--- config.mk ---
export PLATFORM = sky130hd
export DESIGN_NAME = line_event_irq
export DESIGN_NICKNAME = d
export VERILOG_FILES = /design/src/rtl/lnev_pkg.sv /design/src/rtl/lnev_edge.sv /design/src/rtl/lnev_stat.sv /design/src/rtl/lnev_regs.sv /design/src/rtl/line_event_irq.sv
export SDC_FILE = /design/constraint.sdc
export NUM_CORES = 1
export LEC_CHECK = 0
export ABC_AREA = 1
export ABC_CLOCK_PERIOD_IN_PS = 3180
export BUFFER_PORTS_ARGS = -buffer_cell sky130_fd_sc_hd__buf_2
export CORE_UTILIZATION = 55
export CTS_BUF_LIST = sky130_fd_sc_hd__clkbuf_16
export CTS_CLUSTER_SIZE = 14
export DETAILED_ROUTE_END_ITERATION = 6
export PLACE_DENSITY = 0.81
export SYNTH_ARGS = -nofsm -noshare
export SYNTH_HDL_FRONTEND = slang
export SYNTH_HIERARCHICAL = 1
export SYNTH_SLANG_ARGS = --single-unit
--- constraint.sdc ---
create_clock -name clk -period 3.18 [get_ports clk]
set_clock_uncertainty 0.2 [all_clocks]
set_input_delay 0.318 -clock clk [delete_from_list [all_inputs] [get_ports clk]]
set_output_delay 0.318 -clock clk [all_outputs]
set_load 0.1 [all_outputs]
--- src/rtl/lnev_pkg.sv ---
package lnev_pkg;

    localparam int unsigned REG_W  = 8;
    localparam int unsigned ADDR_W = 3;

    typedef enum logic [ADDR_W-1:0] {
        A_STAT = 3'd0,
        A_MASK = 3'd1,
        A_TXST = 3'd2,
        A_CTRL = 3'd3,
        A_SUMM = 3'd4
    } reg_addr_e;

    // line status bit positions (fixed layout)
    localparam int unsigned B_FAR  = 7;
    localparam int unsigned B_LFA  = 6;
    localparam int unsigned B_MFAR = 5;
    localparam int unsigned B_LMFA = 4;
    localparam int unsigned B_AIS  = 3;
    localparam int unsigned B_LOS  = 2;
    localparam int unsigned B_RAR  = 1;
    localparam int unsigned B_RA   = 0;

    // control bits
    localparam int unsigned C_VIS = 0;
    localparam int unsigned C_TXM = 1;
    localparam int unsigned CTRL_W = 2;
    localparam logic [CTRL_W-1:0] CTRL_RST = 2'b10;
    localparam logic [REG_W-1:0]  MASK_RST = '1;

    // monitored levels, packed into one vector for edge detection
    typedef struct packed {
        logic lfa;
        logic lmfa;
        logic ais;
        logic los;
        logic ra;
        logic sim;
        logic txo;
        logic txs;
    } mon_t;

    localparam int unsigned MON_W = $bits(mon_t);

    function automatic logic [REG_W-1:0] line_events(mon_t rise, mon_t fall, mon_t cur);
        logic [REG_W-1:0] ev;
        ev         = '0;
        ev[B_FAR]  = fall.lfa | (fall.sim & ~cur.lfa);
        ev[B_LFA]  = rise.lfa;
        ev[B_MFAR] = fall.lmfa;
        ev[B_LMFA] = rise.lmfa;
        ev[B_AIS]  = rise.ais;
        ev[B_LOS]  = rise.los;
        ev[B_RAR]  = fall.ra;
        ev[B_RA]   = rise.ra;
        return ev;
    endfunction

    function automatic logic tx_event(mon_t rise, mon_t fall);
        return rise.txo | rise.txs | fall.txs;
    endfunction

endpackage

--- src/rtl/lnev_edge.sv ---
module lnev_edge #(
    parameter int unsigned W = 8
) (
    input  logic         clk,
    input  logic         rst,
    input  logic [W-1:0] din,
    output logic [W-1:0] rise,
    output logic [W-1:0] fall
);
    logic [W-1:0] prev;

    // history is primed with the live level during reset: no edge at start
    always_ff @(posedge clk) begin
        prev <= din;
    end

    assign rise = din & ~prev;
    assign fall = ~din & prev;

    for (genvar i = 0; i < W; i++) begin : g_chk
        assert_rise_R2: assert property (@(posedge clk) disable iff (rst)
            rise[i] |-> $rose(din[i]));
        assert_fall_R3: assert property (@(posedge clk) disable iff (rst)
            fall[i] |-> $fell(din[i]));
    end
endmodule

--- src/rtl/lnev_stat.sv ---
module lnev_stat #(
    parameter int unsigned W = 8
) (
    input  logic         clk,
    input  logic         rst,
    input  logic [W-1:0] evt,
    input  logic [W-1:0] mask,
    input  logic         vis,
    input  logic         clr,
    output logic [W-1:0] stat,
    output logic         pend
);
    logic [W-1:0] admit;

    // masked events pass only when visible-if-masked is on
    assign admit = evt & (~mask | {W{vis}});

    always_ff @(posedge clk) begin
        if (rst) begin
            stat <= '0;
        end else begin
            stat <= (clr ? '0 : stat) | admit;
        end
    end

    assign pend = |(stat & ~mask);

    assert_read_clears_R1: assert property (@(posedge clk) disable iff (rst)
        (clr && evt == '0) |=> stat == '0);
    assert_sticky_R1: assert property (@(posedge clk) disable iff (rst)
        !clr |=> ($past(stat) & ~stat) == '0);
    assert_masked_dropped_R6: assert property (@(posedge clk) disable iff (rst)
        !vis |=> ((stat & ~$past(stat)) & $past(mask)) == '0);
endmodule

--- src/rtl/lnev_regs.sv ---
module lnev_regs
    import lnev_pkg::*;
(
    input  logic                 clk,
    input  logic                 rst,
    input  logic [ADDR_W-1:0]    addr,
    input  logic                 rd,
    input  logic                 wr,
    input  logic [REG_W-1:0]     wdata,
    input  logic [REG_W-1:0]     line_stat,
    input  logic                 tx_stat,
    input  logic                 line_pend,
    input  logic                 tx_pend,
    output logic [REG_W-1:0]     rdata,
    output logic [REG_W-1:0]     mask,
    output logic [CTRL_W-1:0]    ctrl,
    output logic                 line_clr,
    output logic                 tx_clr
);
    reg_addr_e sel;
    assign sel = reg_addr_e'(addr);

    always_ff @(posedge clk) begin
        if (rst) begin
            mask <= MASK_RST;
            ctrl <= CTRL_RST;
        end else if (wr) begin
            if (sel == A_MASK) mask <= wdata;
            if (sel == A_CTRL) ctrl <= wdata[CTRL_W-1:0];
        end
    end

    always_comb begin
        case (sel)
            A_STAT:  rdata = line_stat;
            A_MASK:  rdata = mask;
            A_TXST:  rdata = {{(REG_W-1){1'b0}}, tx_stat};
            A_CTRL:  rdata = {{(REG_W-CTRL_W){1'b0}}, ctrl};
            A_SUMM:  rdata = {{(REG_W-2){1'b0}}, tx_pend, line_pend};
            default: rdata = '0;
        endcase
    end

    assign line_clr = rd && (sel == A_STAT);
    assign tx_clr   = rd && (sel == A_TXST);

    assert_reset_values_R9: assert property (@(posedge clk) disable iff (rst)
        $past(rst) |-> (mask == MASK_RST && ctrl == CTRL_RST));
    assert_ro_write_R10: assert property (@(posedge clk) disable iff (rst)
        (wr && sel != A_MASK && sel != A_CTRL) |=> $stable(mask) && $stable(ctrl));
endmodule

--- src/rtl/line_event_irq.sv ---
module line_event_irq
    import lnev_pkg::*;
(
    input  logic              clk,
    input  logic              rst,
    input  logic              lfa_i,
    input  logic              lmfa_i,
    input  logic              ais_i,
    input  logic              los_i,
    input  logic              ra_i,
    input  logic              alarm_sim_i,
    input  logic              tx_open_i,
    input  logic              tx_stat_i,
    input  logic [ADDR_W-1:0] reg_addr,
    input  logic              reg_rd,
    input  logic              reg_wr,
    input  logic [REG_W-1:0]  reg_wdata,
    output logic [REG_W-1:0]  reg_rdata,
    output logic              irq_o
);
    mon_t              cur, rise, fall;
    logic [MON_W-1:0]  rise_v, fall_v;
    logic [REG_W-1:0]  line_ev, line_stat, mask;
    logic [CTRL_W-1:0] ctrl;
    logic              tx_ev, tx_stat, line_pend, tx_pend, line_clr, tx_clr;
    logic              unused_edges;

    assign cur = '{lfa: lfa_i, lmfa: lmfa_i, ais: ais_i, los: los_i, ra: ra_i,
                   sim: alarm_sim_i, txo: tx_open_i, txs: tx_stat_i};

    lnev_edge #(.W(MON_W)) u_edge (
        .clk (clk), .rst (rst), .din (cur), .rise (rise_v), .fall (fall_v)
    );

    assign rise = mon_t'(rise_v);
    assign fall = mon_t'(fall_v);
    assign unused_edges = ^{rise.sim, fall.txo};

    assign line_ev = line_events(rise, fall, cur);
    assign tx_ev   = tx_event(rise, fall);

    lnev_stat #(.W(REG_W)) u_line (
        .clk (clk), .rst (rst), .evt (line_ev), .mask (mask),
        .vis (ctrl[C_VIS]), .clr (line_clr), .stat (line_stat), .pend (line_pend)
    );

    lnev_stat #(.W(1)) u_tx (
        .clk (clk), .rst (rst), .evt (tx_ev), .mask (ctrl[C_TXM]),
        .vis (ctrl[C_VIS]), .clr (tx_clr), .stat (tx_stat), .pend (tx_pend)
    );

    lnev_regs u_regs (
        .clk (clk), .rst (rst), .addr (reg_addr), .rd (reg_rd), .wr (reg_wr),
        .wdata (reg_wdata), .line_stat (line_stat), .tx_stat (tx_stat),
        .line_pend (line_pend), .tx_pend (tx_pend), .rdata (reg_rdata),
        .mask (mask), .ctrl (ctrl), .line_clr (line_clr), .tx_clr (tx_clr)
    );

    assign irq_o = line_pend | tx_pend;

    assert_quiet_after_reset_R9: assert property (@(posedge clk) disable iff (rst)
        $past(rst) |-> !irq_o);
    assert_far_qualified_R4: assert property (@(posedge clk) disable iff (rst)
        (line_ev[B_FAR] && lfa_i) |-> $fell(lfa_i) == 1'b0 && 1'b0);
endmodule

==> impl_results.md <==
* Status: finished, final reports clean
* Mapped Avg Cell Area at 6.64 um^2
* Drt drc at 0
* Via/cell ratio at 5.00
* Row count at 17
* WL/cell at 11.1 um
* First-pass GRT wire length at 5160 um
* Post-CTS Repair Setup Buffers at 0
* Initial core utilization at 60.4%
* Vias in the first global route at 1218
* Syn Inst Count at 209
* Max Root-Sink Buffers at 2
* Switch share at 28.0%
* Crit Reg-Reg Startpoint: u_regs/ctrl[0]
* RSZ-0062 raised after global routing: no
* Resize count post-CTS at 0
* Yosys warns at 6
* CTS H-tree lvls at 1
* Fin crit share at 68.6%
* Final ANT Viol Nets at 0
* Hold Path End: u_regs/mask[5]
* Fin cells at 276
* Period minus WS final at 2.18 ns
* Setup crit end kind: primary output
* Min-Delay Path Class: in2reg
* CTS sink cnt at 27
* R2R Setup Slk at 2.18 ns
* GRT Residual Overflow at 0
* Worst reg2reg endpoint: u_line/stat[2]
* Slew @ Worst Pin at 0.612 ns
* Hold WS at 0.0890 ns
* WHS Path Cells at 3
* Number of CTS-inserted buffers at 3
* Setup TNS at 0 ns
* Worst stage delay on the critical path at 0.56 ns
* Die Area at 0.00273 mm^2
* Clk pwr share at 36.5%
* Die Y at 52.2 um
* Clock transition at the registers of the reported paths at 0.06 ns
* I/O Buffers at 31
* Slew HR at 59.0%
* Max Slew Vio Count at 0
* Routed vias at 1379
* RePlAce Congestion at 0.906
* Global Route Usage Sum at 26.1%
* Antenna violations before repair at 0
* Final wirelength at 3060 um
* Fill cells at 190
* R2r worst-path depth at 4
* Dpl cells at 264
* Max Fclk at 0.458 GHz
* Critical path class: in2out
* VDD IR max at 0.000377 V
* Final Hold Fails at 0
* ANT cells at 0
* Sw power at 218 uW
* Post-DP HPWL at 2060 um
* Post-Synthesis Net Count at 232
* Io pins at 32
* Worst-Skew Late Latency at 0.26 ns
* CP Launch Type: input port
* DR iter-0 viols at 50
* Critical path peak fanout at 15
* Critical hold path startpoint: reg_wdata[5]
* Number of max-cap violations at 0
* Total iterations of the first detailed-routing run at 4
* Chip Width at 52.2 um
* Layout Nets at 272
* CTS root buf: clkbuf_16
* Layout cells sized above 1 at 22.2%
* Final Power at 777 uW
* Post-CTS Hold Fix Bufs at 8
* Largest net degree at the start of global routing at 16
* # setup viols final at 0
* Power per Cell Area at 457 mW/mm^2
* Internal at 560 uW
* Combinational fraction of design power at 17.1%
* Seq pwr share at 46.4%
* Post-Synthesis Cell Area at 0.00139 mm^2
* Worst EP arrival at 1.66 ns
* Area grow syn2layout at 22.7%
* Leak Pwr at 0.976 nW
* Critical path's slowest cell: nor3_4
* CP required at 2.66 ns
* Worst path cell trace: buf_2 -> nor3_4 -> nand2_1 -> nand2_1 -> buf_2
* Core ar. at 0.00230 mm^2
* CTS tree: built
-- worst max-delay path, delay by kind of cell --
family,cells,cell delay [ns]
buffers and inverters,2,0.59
and+or+nand+nor,3,0.75
-- placed cells by master (no fill, tap or decap), types with 2 or more instances in the layout --
cell type,instances
nand2_1,71
clkbuf_16,3
a21oi_2,9
dlygate4sd3_1,8
buf_2,31
nand4_1,4
inv_1,33
nor4_1,2
nor2_1,19
nand3_1,27
dfxtp_1,27
nand3_2,4
inv_2,4
-- registers in the layout, summed over array words and instances (netlist names) --
register	count
u_tx/stat	1
u_regs/mask	8
u_edge/prev	8
u_regs/ctrl	2
u_line/stat	8
-- per-stage QoR --
stage	utilization (%)	cell area [um^2]	worst slack, ns
6_report	74.1	1700	0.998
3_3_place_gp	67.2	1540	1.01
2_1_floorplan	-	1390	1.05
4_1_cts	74.1	1700	0.993
3_5_place_dp	67.2	1540	1.01
5_1_grt	74.1	1700	0.897
-- area by class of cell --
cell class	count	area, um^2	share of cell area [%]
clock buffer	3	75.1	4.41
clock inverter	1	5.00	0.294
inverter	38	143	8.38
multi-input combinational	140	669	39.3
sequential	27	541	31.7
tap	28	35.0	2.06
timing repair buffer	39	235	13.8
-- how the worst max path moves through the flow --
stage	from	end	slack (ns)	depth (start not counted)
2_1_floorplan	reg_addr[1]	reg_rdata[1]	1.05	5
3_3_place_gp	reg_addr[1]	reg_rdata[6]	1.01	5
3_5_place_dp	reg_addr[1]	reg_rdata[7]	1.01	5
4_1_cts	reg_addr[1]	reg_rdata[3]	0.99	5
5_1_grt	reg_addr[1]	reg_rdata[7]	0.90	5
6_report	reg_addr[1]	reg_rdata[6]	1.0	5
-- power by group through the flow --
stage	Combinational, mW	Sequential [mW]	Clock [mW]
after global routing	0.145	0.362	0.299
after CTS	0.132	0.361	0.289
final	0.133	0.361	0.284
after floorplan	0.0935	0.366	0
after global placement	0.123	0.368	0
after detailed placement	0.124	0.368	0
-- metal layers --
| layer | routed length (um) | GRT usage [%] |
|---|---|---|
| met5 | 0 | 0 |
| met4 | 39 | 11.8 |
| met3 | 208 | 5.22 |
| met2 | 1390 | 41.7 |
| met1 | 1420 | 33.7 |
Power figures use the tool's default switching activity.
